===== config.mk =====
export PLATFORM = sky130hd
export DESIGN_NAME = dma_xfer_engine
export DESIGN_NICKNAME = d
export VERILOG_FILES = /design/src/rtl/dma_eng_pkg.sv /design/src/rtl/dma_eng_ctrl.sv /design/src/rtl/dma_eng_dpath.sv /design/src/rtl/dma_xfer_engine.sv
export SDC_FILE = /design/constraint.sdc
export NUM_CORES = 1
export LEC_CHECK = 0
export CAP_MARGIN = 20
export CORE_ASPECT_RATIO = 0.6
export CORE_UTILIZATION = 50
export DETAILED_ROUTE_END_ITERATION = 12
export PLACE_DENSITY = 0.91
export SETUP_SLACK_MARGIN = 0.2
export SYNTH_ARGS = -nofsm -noshare
export SYNTH_HDL_FRONTEND = slang
export SYNTH_HIERARCHICAL = 1
export SYNTH_SLANG_ARGS = --single-unit
export TNS_END_PERCENT = 30

===== constraint.sdc =====
create_clock -name clk -period 3.2 [get_ports clk]
set_clock_uncertainty 0.15 [all_clocks]
set_input_delay 0.64 -clock clk [delete_from_list [all_inputs] [get_ports clk]]
set_output_delay 0.64 -clock clk [all_outputs]
set_load 0.01 [all_outputs]

===== src/rtl/dma_eng_pkg.sv =====
package dma_eng_pkg;

  typedef enum logic [1:0] {
    ST_IDLE = 2'd0,
    ST_READ = 2'd1,
    ST_CAPT = 2'd2,
    ST_WRITE = 2'd3
  } engState_t;

  typedef struct packed {
    logic load;
    logic issueRd;
    logic capture;
    logic issueWr;
    logic minorEnd;
  } engStrobe_t;

endpackage


===== src/rtl/dma_eng_ctrl.sv =====
module dma_eng_ctrl
  import dma_eng_pkg::*;
(
  input  logic       clk,
  input  logic       rstN,
  input  logic       startReq,
  input  logic       doneClr,
  input  logic       intEn,
  input  logic       packWillFill,
  input  logic       minorDone,
  input  logic       lastIter,
  output engStrobe_t strobe,
  output logic       startAck,
  output logic       busy,
  output logic       done,
  output logic       irq
);

  engState_t state, stateNxt;

  always_comb begin
    strobe   = '0;
    stateNxt = state;
    startAck = 1'b0;
    unique case (state)
      ST_IDLE: begin
        if (startReq) begin
          startAck    = 1'b1;
          strobe.load = 1'b1;
          stateNxt    = ST_READ;
        end
      end
      ST_READ: begin
        strobe.issueRd = 1'b1;
        stateNxt       = ST_CAPT;
      end
      ST_CAPT: begin
        strobe.capture = 1'b1;
        stateNxt       = packWillFill ? ST_WRITE : ST_READ;
      end
      ST_WRITE: begin
        strobe.issueWr = 1'b1;
        if (minorDone) begin
          strobe.minorEnd = 1'b1;
          stateNxt        = ST_IDLE;
        end else begin
          stateNxt = ST_READ;
        end
      end
      default: stateNxt = ST_IDLE;
    endcase
  end

  assign busy = (state != ST_IDLE);

  always_ff @(posedge clk or negedge rstN) begin
    if (!rstN) begin
      state <= ST_IDLE;
      done  <= 1'b0;
      irq   <= 1'b0;
    end else begin
      state <= stateNxt;
      if (strobe.minorEnd && lastIter) begin
        done <= 1'b1;
        irq  <= intEn;
      end else if (doneClr || strobe.load) begin
        done <= 1'b0;
        irq  <= 1'b0;
      end
    end
  end

endmodule


===== src/rtl/dma_eng_dpath.sv =====
module dma_eng_dpath
  import dma_eng_pkg::*;
#(
  parameter int ADDR_W = 32,
  parameter int DATA_W = 32,
  parameter int OFF_W  = 16,
  parameter int NB_W   = 10,
  parameter int ITER_W = 9
) (
  input  logic                clk,
  input  logic                rstN,
  input  engStrobe_t          strobe,
  input  logic [ADDR_W-1:0]   srcAddrIn,
  input  logic [ADDR_W-1:0]   dstAddrIn,
  input  logic [OFF_W-1:0]    srcOff,
  input  logic [OFF_W-1:0]    dstOff,
  input  logic [1:0]          srcSize,
  input  logic [1:0]          dstSize,
  input  logic [NB_W-1:0]     minorBytes,
  input  logic [ITER_W-1:0]   citerIn,
  input  logic [ITER_W-1:0]   biterIn,
  input  logic [DATA_W-1:0]   rdData,
  output logic [ADDR_W-1:0]   rdAddr,
  output logic [ADDR_W-1:0]   wrAddr,
  output logic [DATA_W-1:0]   wrData,
  output logic [DATA_W/8-1:0] wrBe,
  output logic [ITER_W-1:0]   citer,
  output logic                packWillFill,
  output logic                minorDone,
  output logic                lastIter
);

  localparam int LANES = DATA_W / 8;
  localparam int CW    = $clog2(LANES) + 2;

  logic [ADDR_W-1:0] srcA, dstA;
  logic [NB_W-1:0]   bytesLeft;
  logic [ITER_W-1:0] citerQ;
  logic              armed;
  logic [DATA_W-1:0] packBuf;
  logic [CW-1:0]     packCnt;
  logic [CW-1:0]     srcBytes, dstBytes;
  logic [DATA_W-1:0] srcMask;
  logic [ADDR_W-1:0] srcStep, dstStep;

  assign srcBytes = CW'(1) << srcSize;
  assign dstBytes = CW'(1) << dstSize;
  assign srcStep  = {{(ADDR_W-OFF_W){srcOff[OFF_W-1]}}, srcOff};
  assign dstStep  = {{(ADDR_W-OFF_W){dstOff[OFF_W-1]}}, dstOff};

  for (genvar b = 0; b < LANES; b++) begin : g_lane
    assign srcMask[b*8 +: 8] = (CW'(b) < srcBytes) ? 8'hFF : 8'h00;
    assign wrBe[b]           = (CW'(b) < dstBytes);
  end

  assign packWillFill = (packCnt + srcBytes) >= dstBytes;
  assign minorDone    = (bytesLeft == '0);
  assign lastIter     = (citerQ == ITER_W'(1));
  assign rdAddr       = srcA;
  assign wrAddr       = dstA;
  assign wrData       = packBuf;
  assign citer        = citerQ;

  always_ff @(posedge clk or negedge rstN) begin
    if (!rstN) begin
      srcA      <= '0;
      dstA      <= '0;
      bytesLeft <= '0;
      citerQ    <= '0;
      armed     <= 1'b0;
      packBuf   <= '0;
      packCnt   <= '0;
    end else begin
      if (strobe.load) begin
        if (!armed) begin
          srcA   <= srcAddrIn;
          dstA   <= dstAddrIn;
          citerQ <= citerIn;
        end
        armed     <= 1'b1;
        bytesLeft <= minorBytes;
        packBuf   <= '0;
        packCnt   <= '0;
      end
      if (strobe.issueRd) srcA <= srcA + srcStep;
      if (strobe.capture) begin
        packBuf   <= packBuf | ((rdData & srcMask) << {packCnt, 3'b000});
        packCnt   <= packCnt + srcBytes;
        bytesLeft <= bytesLeft - NB_W'(srcBytes);
      end
      if (strobe.issueWr) begin
        dstA    <= dstA + dstStep;
        packBuf <= '0;
        packCnt <= '0;
      end
      if (strobe.minorEnd) begin
        citerQ <= lastIter ? biterIn : citerQ - ITER_W'(1);
        armed  <= !lastIter;
      end
    end
  end

endmodule


===== src/rtl/dma_xfer_engine.sv =====
module dma_xfer_engine
  import dma_eng_pkg::*;
#(
  parameter int ADDR_W = 32,
  parameter int DATA_W = 32,
  parameter int OFF_W  = 16,
  parameter int NB_W   = 10,
  parameter int ITER_W = 9
) (
  input  logic                clk,
  input  logic                rstN,
  input  logic                startReq,
  output logic                startAck,
  input  logic                doneClr,
  input  logic                intEn,
  input  logic [ADDR_W-1:0]   srcAddrIn,
  input  logic [ADDR_W-1:0]   dstAddrIn,
  input  logic [OFF_W-1:0]    srcOff,
  input  logic [OFF_W-1:0]    dstOff,
  input  logic [1:0]          srcSize,
  input  logic [1:0]          dstSize,
  input  logic [NB_W-1:0]     minorBytes,
  input  logic [ITER_W-1:0]   citerIn,
  input  logic [ITER_W-1:0]   biterIn,
  output logic                rdEn,
  output logic [ADDR_W-1:0]   rdAddr,
  input  logic [DATA_W-1:0]   rdData,
  output logic                wrEn,
  output logic [ADDR_W-1:0]   wrAddr,
  output logic [DATA_W-1:0]   wrData,
  output logic [DATA_W/8-1:0] wrBe,
  output logic                busy,
  output logic                done,
  output logic                irq,
  output logic [ITER_W-1:0]   citer
);

  engStrobe_t strobe;
  logic packWillFill, minorDone, lastIter;

  dma_eng_ctrl u_ctrl (
    .clk, .rstN, .startReq, .doneClr, .intEn,
    .packWillFill, .minorDone, .lastIter,
    .strobe, .startAck, .busy, .done, .irq
  );

  dma_eng_dpath #(
    .ADDR_W(ADDR_W), .DATA_W(DATA_W), .OFF_W(OFF_W),
    .NB_W(NB_W), .ITER_W(ITER_W)
  ) u_dpath (
    .clk, .rstN, .strobe, .srcAddrIn, .dstAddrIn, .srcOff, .dstOff,
    .srcSize, .dstSize, .minorBytes, .citerIn, .biterIn, .rdData,
    .rdAddr, .wrAddr, .wrData, .wrBe, .citer,
    .packWillFill, .minorDone, .lastIter
  );

  assign rdEn = strobe.issueRd;
  assign wrEn = strobe.issueWr;

endmodule


==> results.txt, run 1 <==
Among all flip-flop cells after synthesis, the most frequent one is sky130_fd_sc_hd__dfrtp_1. The class of the tightest hold or removal check is in -> async. The required time at the worst-slack endpoint came out at 3.39 ns. The number of sinks handled by clock tree synthesis came out at 124. Setup repair after global routing could not meet its margin everywhere. The area of the die came out at around 0.021 mm^2.

The sort of element at the start of the critical path is an input port. The area inside the core boundary came out at about 0.02 mm^2. The reported net switching power is 7.12 mW. The number of fillers in the final layout came out at 1,317. The power after layout is ~16 mW. TritonCTS built the clock tree. The summed negative setup slack over all endpoints is 0 ns. In this run, the number of DRC markers left after iteration 0 of detailed routing was between 1,000 and 1,500.

The element type at the critical path end is a register. The number of global-route vias before repair came to around 11,000. Counting along the longest clock path gives a buffer depth of 2. The routed layout has approximately 12,000 vias. The H-tree was split into 4 levels. The remaining max-slew budget at the tightest pin came out at 0.501.

The synthesized design contains 0 enable-type register cells. The number of detailed-route iterations in the first pass came out at 5. The count of final setup violators came out at 0. The switching power share of the total came out at 0.449.

The number of antenna violations at the first check in global routing came out at 0. The count of nets after finishing is ~1,800. The final antenna-violating net count came out at 0. The clock network latency to the later pin of the worst-skew pair came out at 0.42 ns. The arrival time of data at the critical path endpoint is 3.29 ns.

The final global-route overflow total is 0. The clock-pin slew of the registers on the worst-case setup and hold paths is around 0.060 ns. Across every metal layer, demand over resource in global routing totals 0.347.

The proportion of power drawn by the clock network is 0.118. The placed wire-length estimate after detailed placement came out at 27.9 mm. In the finished design, the share of the clock period the worst path needs comes to 0.969. The number of nets handed over by synthesis was 1,416. The final number of hold-violating endpoints is 0. Leaving out fill and tap cells, the most frequent cells in the layout are sky130_fd_sc_hd__clkdlybuf4s50_1, sky130_fd_sc_hd__buf_4, sky130_fd_sc_hd__dfrtp_1, sky130_fd_sc_hd__a21oi_1, sky130_fd_sc_hd__nand2_1. The root buffer cell chosen for the clock tree is sky130_fd_sc_hd__clkbuf_16.

The highest-delay cell along the critical path is sky130_fd_sc_hd__clkdlybuf4s50_1. The fraction of final layout cells with drive strength greater than 1 came out at 0.185. The final routed wirelength across all metal layers is 37.4 mm.

The shortest period the worst path allows came out at slightly above 3 ns. The total power per unit cell area is ~1000 mW/mm^2. VDD sags by at most 0.593 mV.

The cts-stage hold buffer count came out at 0. The max capacitance violation total came out at 0. The portion of the post-synthesis area used by sequential elements came out at 0.302.

The count of non-filler cells in the finished layout came out at 1,861. After detailed routing, the average wire length per cell comes to 20.1 um. The maximum fanout along the worst path came out at 4.

The proportion of power drawn by flip-flops and latches is 0.200. The global placement routability congestion came out at about 0.94. The synthesis-stage register bit count came out at 124. Summed over all cells, the static leakage comes to 6.91 nW. Including well taps, the total number of placed cells is 1,817. The die span in y came out at 113 um. Input and output buffers added on the ports amount to around 280. The maximum number of pins on one net before global-route repair came out at 74. For the pin with the worst max-slew slack, the measured transition is 0.749 ns. The path type of the worst setup path is in -> reg. The fraction of the core area covered by cells at the end of the flow came out at 0.760.

Counting the buffers created by CTS gives 17. The longest individual stage delay on the worst path is ~0.46 ns. Traced cell by cell, the critical path runs through clkdlybuf4s50_1 > ha_1 > a21oi_1 > nand4b_1 > a32oi_1 > buf_4 > a41oi_1 > o21ai_0 > and4_1 > nor3_1. The starting density of the core came out at 0.513.

The global-route wire length before repair is 58.5 mm. The area growth from synthesis to layout is 48.2%. The number of unique standard cell types used by synthesis is 81.

The internal power component came out at 8.72 mW. In this run the mean area of a mapped cell was 8.78 um^2. For this run, the top clock speed supported by timing is ~320 MHz. The worst hold-check slack came out at 0.0352 ns. The flow ran to the end, and the final reports show no timing, DRC or antenna violations.

The die span in x came out at 187 um. The average via count per standard cell came out at ~6.2. The multi-input logic area is 0.00697 mm^2. Pin placement for this block handled between 200 and 300 I/O pins. The cell count after synthesis came out at 1,172. The residual DRC count is 0.

The total of warnings raised by yosys is 6. Of all flip-flops after synthesis, the portion carrying an async set or reset was 1.00. The commonest non-fill, non-tap cell in the layout is sky130_fd_sc_hd__clkdlybuf4s50_1. After floorplanning, the core was divided into 40 placement rows. The portion of total power attributed to combinational logic came out at 0.683.

The area used by sequential logic in the layout is 0.00310 mm^2. 0 antenna diodes ended up in the layout. In this run the cell area of the synthesized design comes to 0.0103 mm^2. The max-slew violation count is 0.
==> worst paths after layout <==
check	from	depth (start not counted)	slack, ns	end
max	srcOff[1]	10	0.10	u_dpath/rdAddr[27]
min in group clk	u_dpath/wrData[21]	1	0.35	u_dpath/wrData[21]
max reg2reg	u_dpath/wrAddr[0]	10	0.28	u_dpath/wrAddr[28]
min	rstN	1	0.04	u_dpath/rdAddr[4]
max in group asynchronous	rstN	2	2.08	u_dpath/bytesLeft[0]
min reg2reg	u_dpath/wrData[21]	1	0.35	u_dpath/wrData[21]
==> logic make-up after synthesis <==
family | Yosys count | synth area share
simple gates | 321 | 0.160
buf+inv | 102 | 0.0393
xor+xnor | 57 | 0.0485
flops | 124 | 0.302
other cells | 1 | 0.000364
fa+ha+maj | 79 | 0.0990
mux | 98 | 0.0984
compound gates | 390 | 0.253
==> registers in the layout (all words and copies together), names as in the netlist, 2 cells and up <==
register and cells:
u_dpath/rdAddr 32, u_dpath/citer 9, u_ctrl/state 2, u_dpath/packCnt 4, u_dpath/wrAddr 32, u_dpath/bytesLeft 10, u_dpath/wrData 32
==> power by group through the flow <==
stage,sequential (mW),combinational [mW],clock [mW]
2_1_floorplan,3.19,5.59,0
3_3_place_gp,3.09,9.76,0
6_report,3.16,10.8,1.86
3_5_place_dp,3.12,10.1,0
5_1_grt,3.24,11.6,1.97
4_1_cts,3.12,10.3,1.89
==> per-layer routing <==
| layer | GRT usage | up-vias | share of wire |
|---|---|---|---|
| met5 | 0 | - | 0 |
| met4 | 0.128 | 0 | 0.034 |
| met3 | 0.0903 | 123 | 0.10 |
| met2 | 0.537 | 737 | 0.44 |
| met1 | 0.469 | 5473 | 0.43 |
| li1 | - | 5184 | - |
==> per-stage QoR <==
stage / instance area, um^2 / worst slack, ns
after floorplan: 10300 / 0.241
after global routing: 15300 / 0.0481
final: 15300 / 0.101
after global placement: 14400 / -0.349
after detailed placement: 14400 / -0.460
after CTS: 15000 / 0.140
==> cells in the mapped netlist (3+ instances only) <==
cell                       instances  area [um^2]
sky130_fd_sc_hd__a31oi_1           8         50.1
sky130_fd_sc_hd__nor2_1           61          229
sky130_fd_sc_hd__xor2_1           21          184
sky130_fd_sc_hd__nor3b_1          14          105
sky130_fd_sc_hd__nand2_1         101          379
sky130_fd_sc_hd__inv_1            29          109
sky130_fd_sc_hd__o31ai_1           3         22.5
sky130_fd_sc_hd__a21oi_1         108          541
sky130_fd_sc_hd__or2_2             6         37.5
sky130_fd_sc_hd__dfrtp_1         124         3100
sky130_fd_sc_hd__a221o_1           8         80.1
sky130_fd_sc_hd__nand2b_1         17          106
sky130_fd_sc_hd__or3_1             7         43.8
sky130_fd_sc_hd__buf_1             7         26.3
sky130_fd_sc_hd__o21ai_0          97          485
sky130_fd_sc_hd__nor4_1            6         37.5
sky130_fd_sc_hd__and2_1            6         37.5
sky130_fd_sc_hd__nor3_1           23          115
sky130_fd_sc_hd__a221oi_1          3         26.3
sky130_fd_sc_hd__a21o_1           31          233
sky130_fd_sc_hd__a32o_1           15          150
sky130_fd_sc_hd__nand3_1          15         75.1
sky130_fd_sc_hd__o21a_1            7         52.6
sky130_fd_sc_hd__a22o_1           18          158
sky130_fd_sc_hd__nor2b_1           8         50.1
sky130_fd_sc_hd__a311oi_1          5         43.8
sky130_fd_sc_hd__fa_1              4         80.1
sky130_fd_sc_hd__ha_1             75          938
sky130_fd_sc_hd__a211oi_1         17          128
sky130_fd_sc_hd__o21bai_1         14          105
sky130_fd_sc_hd__mux2i_1          73          731
sky130_fd_sc_hd__o21ai_1           4         20.0
sky130_fd_sc_hd__xnor2_1          36          315
sky130_fd_sc_hd__o22ai_1           3         18.8
sky130_fd_sc_hd__mux2_2           25          282
sky130_fd_sc_hd__clkbuf_1         53          199
sky130_fd_sc_hd__buf_2             9         45.0
sky130_fd_sc_hd__o211ai_1         15          113
sky130_fd_sc_hd__and3_1            8         50.1
sky130_fd_sc_hd__nand4_1          21          131
sky130_fd_sc_hd__and4_1            7         61.3
sky130_fd_sc_hd__nand3b_1          6         45.0
==> repair_timing <==
action | 4_1_cts | 5_1_grt
gates resized for setup | 9 | 32
buffers inserted | 1 | 11
setup endpoints to repair | 15 | 23
pin swaps | 5 | 20
==> worst max-delay path, delay by kind of cell <==
kind	cells	cell delay (ns)
compound gates	4	1.04
fa+ha+maj	1	0.32
buf+inv	2	0.63
simple gates	3	0.64
==> area by class of cell <==
| class | count | area share |
|---|---|---|
| multi-input combinational | 946 | 0.457 |
| timing repair buffer | 457 | 0.273 |
| sequential | 124 | 0.203 |
| clock buffer | 19 | 0.0290 |
| tap | 273 | 0.0224 |
| clock inverter | 13 | 0.00787 |
| inverter | 29 | 0.00714 |
Power figures use the tool's default switching activity.
==> inputs of run 2 (changes only) <==
--- a/config.mk
+++ b/config.mk
@@ -5,11 +5,14 @@
 export SDC_FILE = /design/constraint.sdc
 export NUM_CORES = 1
 export LEC_CHECK = 0
-export CAP_MARGIN = 20
+export ABC_CLOCK_PERIOD_IN_PS = 3200
+export CAP_MARGIN = 5
+export CELL_PAD_IN_SITES_DETAIL_PLACEMENT = 0
+export CELL_PAD_IN_SITES_GLOBAL_PLACEMENT = 1
 export CORE_ASPECT_RATIO = 0.6
-export CORE_UTILIZATION = 50
+export CORE_UTILIZATION = 37
 export DETAILED_ROUTE_END_ITERATION = 12
-export PLACE_DENSITY = 0.91
+export PLACE_DENSITY = 0.92
 export SETUP_SLACK_MARGIN = 0.2
 export SYNTH_ARGS = -nofsm -noshare
 export SYNTH_HDL_FRONTEND = slang
==> results.txt, run 2 (synthesized netlist as in run 1, its figures left out) <==
The maximum fanout along the worst path is 4 (unchanged). The number of clock buffers inserted by TritonCTS came out at 17 (unchanged). The sort of element at the start of the critical path is an input port (unchanged). The violation count after the first detailed-route iteration is 1,042 (was 1,056). The area added between synthesis and finish is 49.6% (was 48.2%). The static leakage power was 6.95 nW (was 6.91 nW).

The depth of the CTS H-tree came to 4 (unchanged). The class of the tightest hold or removal check is in -> async (unchanged). The beginning of the worst register-to-register path is u_dpath/wrAddr[0] (unchanged). The launching instance or port of the critical path is srcOff[1] (unchanged).

The number of antenna violations at the first check in global routing came to 1 (was 0). The highest-delay cell along the critical path was sky130_fd_sc_hd__clkdlybuf4s50_1 (unchanged). The number of cell rows is 46 (was 40). The commonest non-fill, non-tap cell in the layout is sky130_fd_sc_hd__clkdlybuf4s50_1 (unchanged). The fraction of final layout cells with drive strength greater than 1 came to 0.186 (was 0.185). The total power per unit cell area came out at 1010 mW/mm^2 (was 1040 mW/mm^2). The number of buffers inserted by port buffering came to 278 (unchanged). The cts-stage hold buffer count came out at 0 (unchanged).

The reported net switching power is 6.89 mW (was 7.12 mW). The element type at the critical path end is a register (unchanged). The clock network latency to the later pin of the worst-skew pair came out at 0.45 ns (was 0.42 ns). The maximum number of pins on one net before global-route repair is 77 (was 74). The placed wire-length estimate after detailed placement is 27.4 mm (was 27.9 mm).

The total track usage is 0.247 (was 0.347). The path type of the worst setup path was in -> reg (unchanged). The final critical-path share of the clock period was 0.932 (was 0.969). The buffer levels on the longest clock path came out at 2 (unchanged). The switching power share of the total was 0.441 (was 0.449). The final number of hold-violating endpoints came out at 0 (unchanged).

The area inside the core boundary is 0.0269 mm^2 (was 0.0201 mm^2). The remaining max-slew budget at the tightest pin is 0.384 (was 0.501). The worst setup timing slack at the placement stage is -0.373 ns (was -0.460 ns).

The final routed wirelength across all metal layers came out at 35.5 mm (was 37.4 mm). The max capacitance violation total came out at 0 (unchanged). The total placed cells including tap cells came out at 1,922 (was 1,817). The cell at the root of the clock tree is sky130_fd_sc_hd__clkbuf_16 (unchanged).

The final antenna-violating net count came out at 0 (unchanged). The count of final setup violators came to 0 (unchanged). The clock-pin slew of the registers on the worst-case setup and hold paths was 0.06 ns (about the same). The global placement routability congestion came out at 0.918 (was 0.940).

The count of nets after finishing came out at 1,830 (was 1,819). The max-slew violation count was 0 (unchanged). The internal power component came to 8.73 mW (was 8.72 mW). The proportion of power drawn by the clock network came out at 0.122 (was 0.118).

The arrival time of data at the critical path endpoint is 3.14 ns (was 3.29 ns). The worst-margin pin slew is 0.917 ns (was 0.749 ns). The residual DRC count came out at 0 (unchanged). Most frequent cells in the layout: sky130_fd_sc_hd__clkdlybuf4s50_1, sky130_fd_sc_hd__buf_4, sky130_fd_sc_hd__dfrtp_1, sky130_fd_sc_hd__a21oi_1, sky130_fd_sc_hd__nand2_1 (unchanged).

Setup repair after global routing missed its margin: yes (unchanged). The summed area of non-filler cells in the final layout came out at 0.0154 mm^2 (was 0.0153 mm^2). The proportion of power drawn by flip-flops and latches came out at 0.200 (about the same). The count of non-filler cells in the finished layout is 1,960 (was 1,861).

The fraction of the core area covered by cells at the end of the flow was 0.573 (was 0.760). The number of detailed-route iterations in the first pass is 5 (unchanged). The global-route wire length before repair is 56.2 mm (was 58.5 mm). The number of global-route vias before repair came out at 10,404 (was 11,085).

CP Cell Sequence: clkdlybuf4s50_1 > ha_1 > a21oi_1 > nand4b_1 > a32oi_1 > buf_4 > a41oi_1 > o21ai_0 > buf_4 > xnor2_1 > mux2i_1 (was clkdlybuf4s50_1 > ha_1 > a21oi_1 > nand4b_1 > a32oi_1 > buf_4 > a41oi_1 > o21ai_0 > and4_1 > nor3_1). The portion of total power attributed to combinational logic was 0.678 (was 0.683). The final worst setup slack is 0.217 ns (was 0.101 ns). The final global-route overflow total is 0 (unchanged). The shortest period the worst path allows came to 2.98 ns (was 3.10 ns). The die span in x is 217 um (was 187 um). The post-place instance area came to 0.0147 mm^2 (was 0.0144 mm^2). The largest vdd supply drop is 0.505 mV (was 0.593 mV).

The longest individual stage delay on the worst path came out at 0.45 ns (was 0.46 ns). The die span in y came to 131 um (was 113 um). The CTS tree is yes (unchanged).

The routed wire length per instance is 18.1 um (was 20.1 um). The starting density of the core came out at 0.383 (was 0.513). Result of the run: finished, final reports clean (unchanged). The number of sinks handled by clock tree synthesis was 124 (unchanged). The via count of the routed design came out at 10,928 (was 11,517).

By instance count, the cell type seen most on the critical path is sky130_fd_sc_hd__buf_4. The count of boundary I/O pins came to 280 (unchanged). The required time at the worst-slack endpoint came out at 3.36 ns (was 3.39 ns). The area of the die came out at 0.0285 mm^2 (was 0.0212 mm^2). The achievable clock frequency came out at 335 MHz (was 323 MHz). The average via count per standard cell is 5.58 (was 6.19).
run 2: timing repair:
item / CTS / global route
cloned: 0 / 0
pin swaps: 0 / 17
setup buffers: 0 / 5
endpoints found under the setup margin: 9 / 28
resized for setup: 2 / 29
run 2: cell type report:
class	instances	area (um^2)
Sequential cell	124	3100
Timing Repair Buffer	468	4270
Fill cell	2363	11500
Clock buffer	17	425
Antenna cell	1	2.50
Clock inverter	15	141
Multi-Input combinational cell	946	6900
Tap cell	360	450
Inverter	29	109
run 2: stage by stage:
step           power [mW]  hold slack, ns  setup TNS (ns)
5_1_grt              16.8          0.0323               0
4_1_cts              15.4         0.00980               0
6_report             15.6          0.0108               0
3_5_place_dp         13.4           0.330           -6.89
3_3_place_gp         13.2           0.321           -5.14
2_1_floorplan        8.78           0.194               0
run 2: final timing paths:
path	to	slack, ns	cells past startpoint
min reg2reg	u_dpath/wrData[21]	0.34	1
max	u_dpath/rdAddr[15]	0.22	11
max reg2reg	u_dpath/wrAddr[30]	0.45	10
max in group asynchronous	u_dpath/wrAddr[6]	2.11	2
min	u_dpath/wrAddr[22]	0.01	1
min in group clk	u_dpath/wrData[21]	0.34	1
run 2: per-layer routing:
metal	GRT usage	up-vias	part of all wire
met4	0.0540	0	0.010
met2	0.346	431	0.42
met3	0.0613	26	0.078
li1	-	5210	-
met5	0	-	0
met1	0.376	5261	0.49
run 2: critical path: cells and delay by family:
family                   cells  cell delay, ns
XOR/XNOR                     1            0.24
AO/OA/AOI/OAI                4            0.87
AND/OR/NAND/NOR              1            0.18
multiplexers                 1            0.12
buffers and inverters        3            0.78
adder cells (fa/ha/maj)      1            0.31
run 2: power by group through the flow:
stage                     Clock, mW  Combinational (mW)  Sequential [mW]
after detailed placement          0                10.3             3.14
after floorplan                   0                5.59             3.19
after CTS                      1.96                10.3             3.12
after global placement            0                10.1             3.11
after global routing           2.02                11.5             3.23
final                          1.90                10.6             3.13
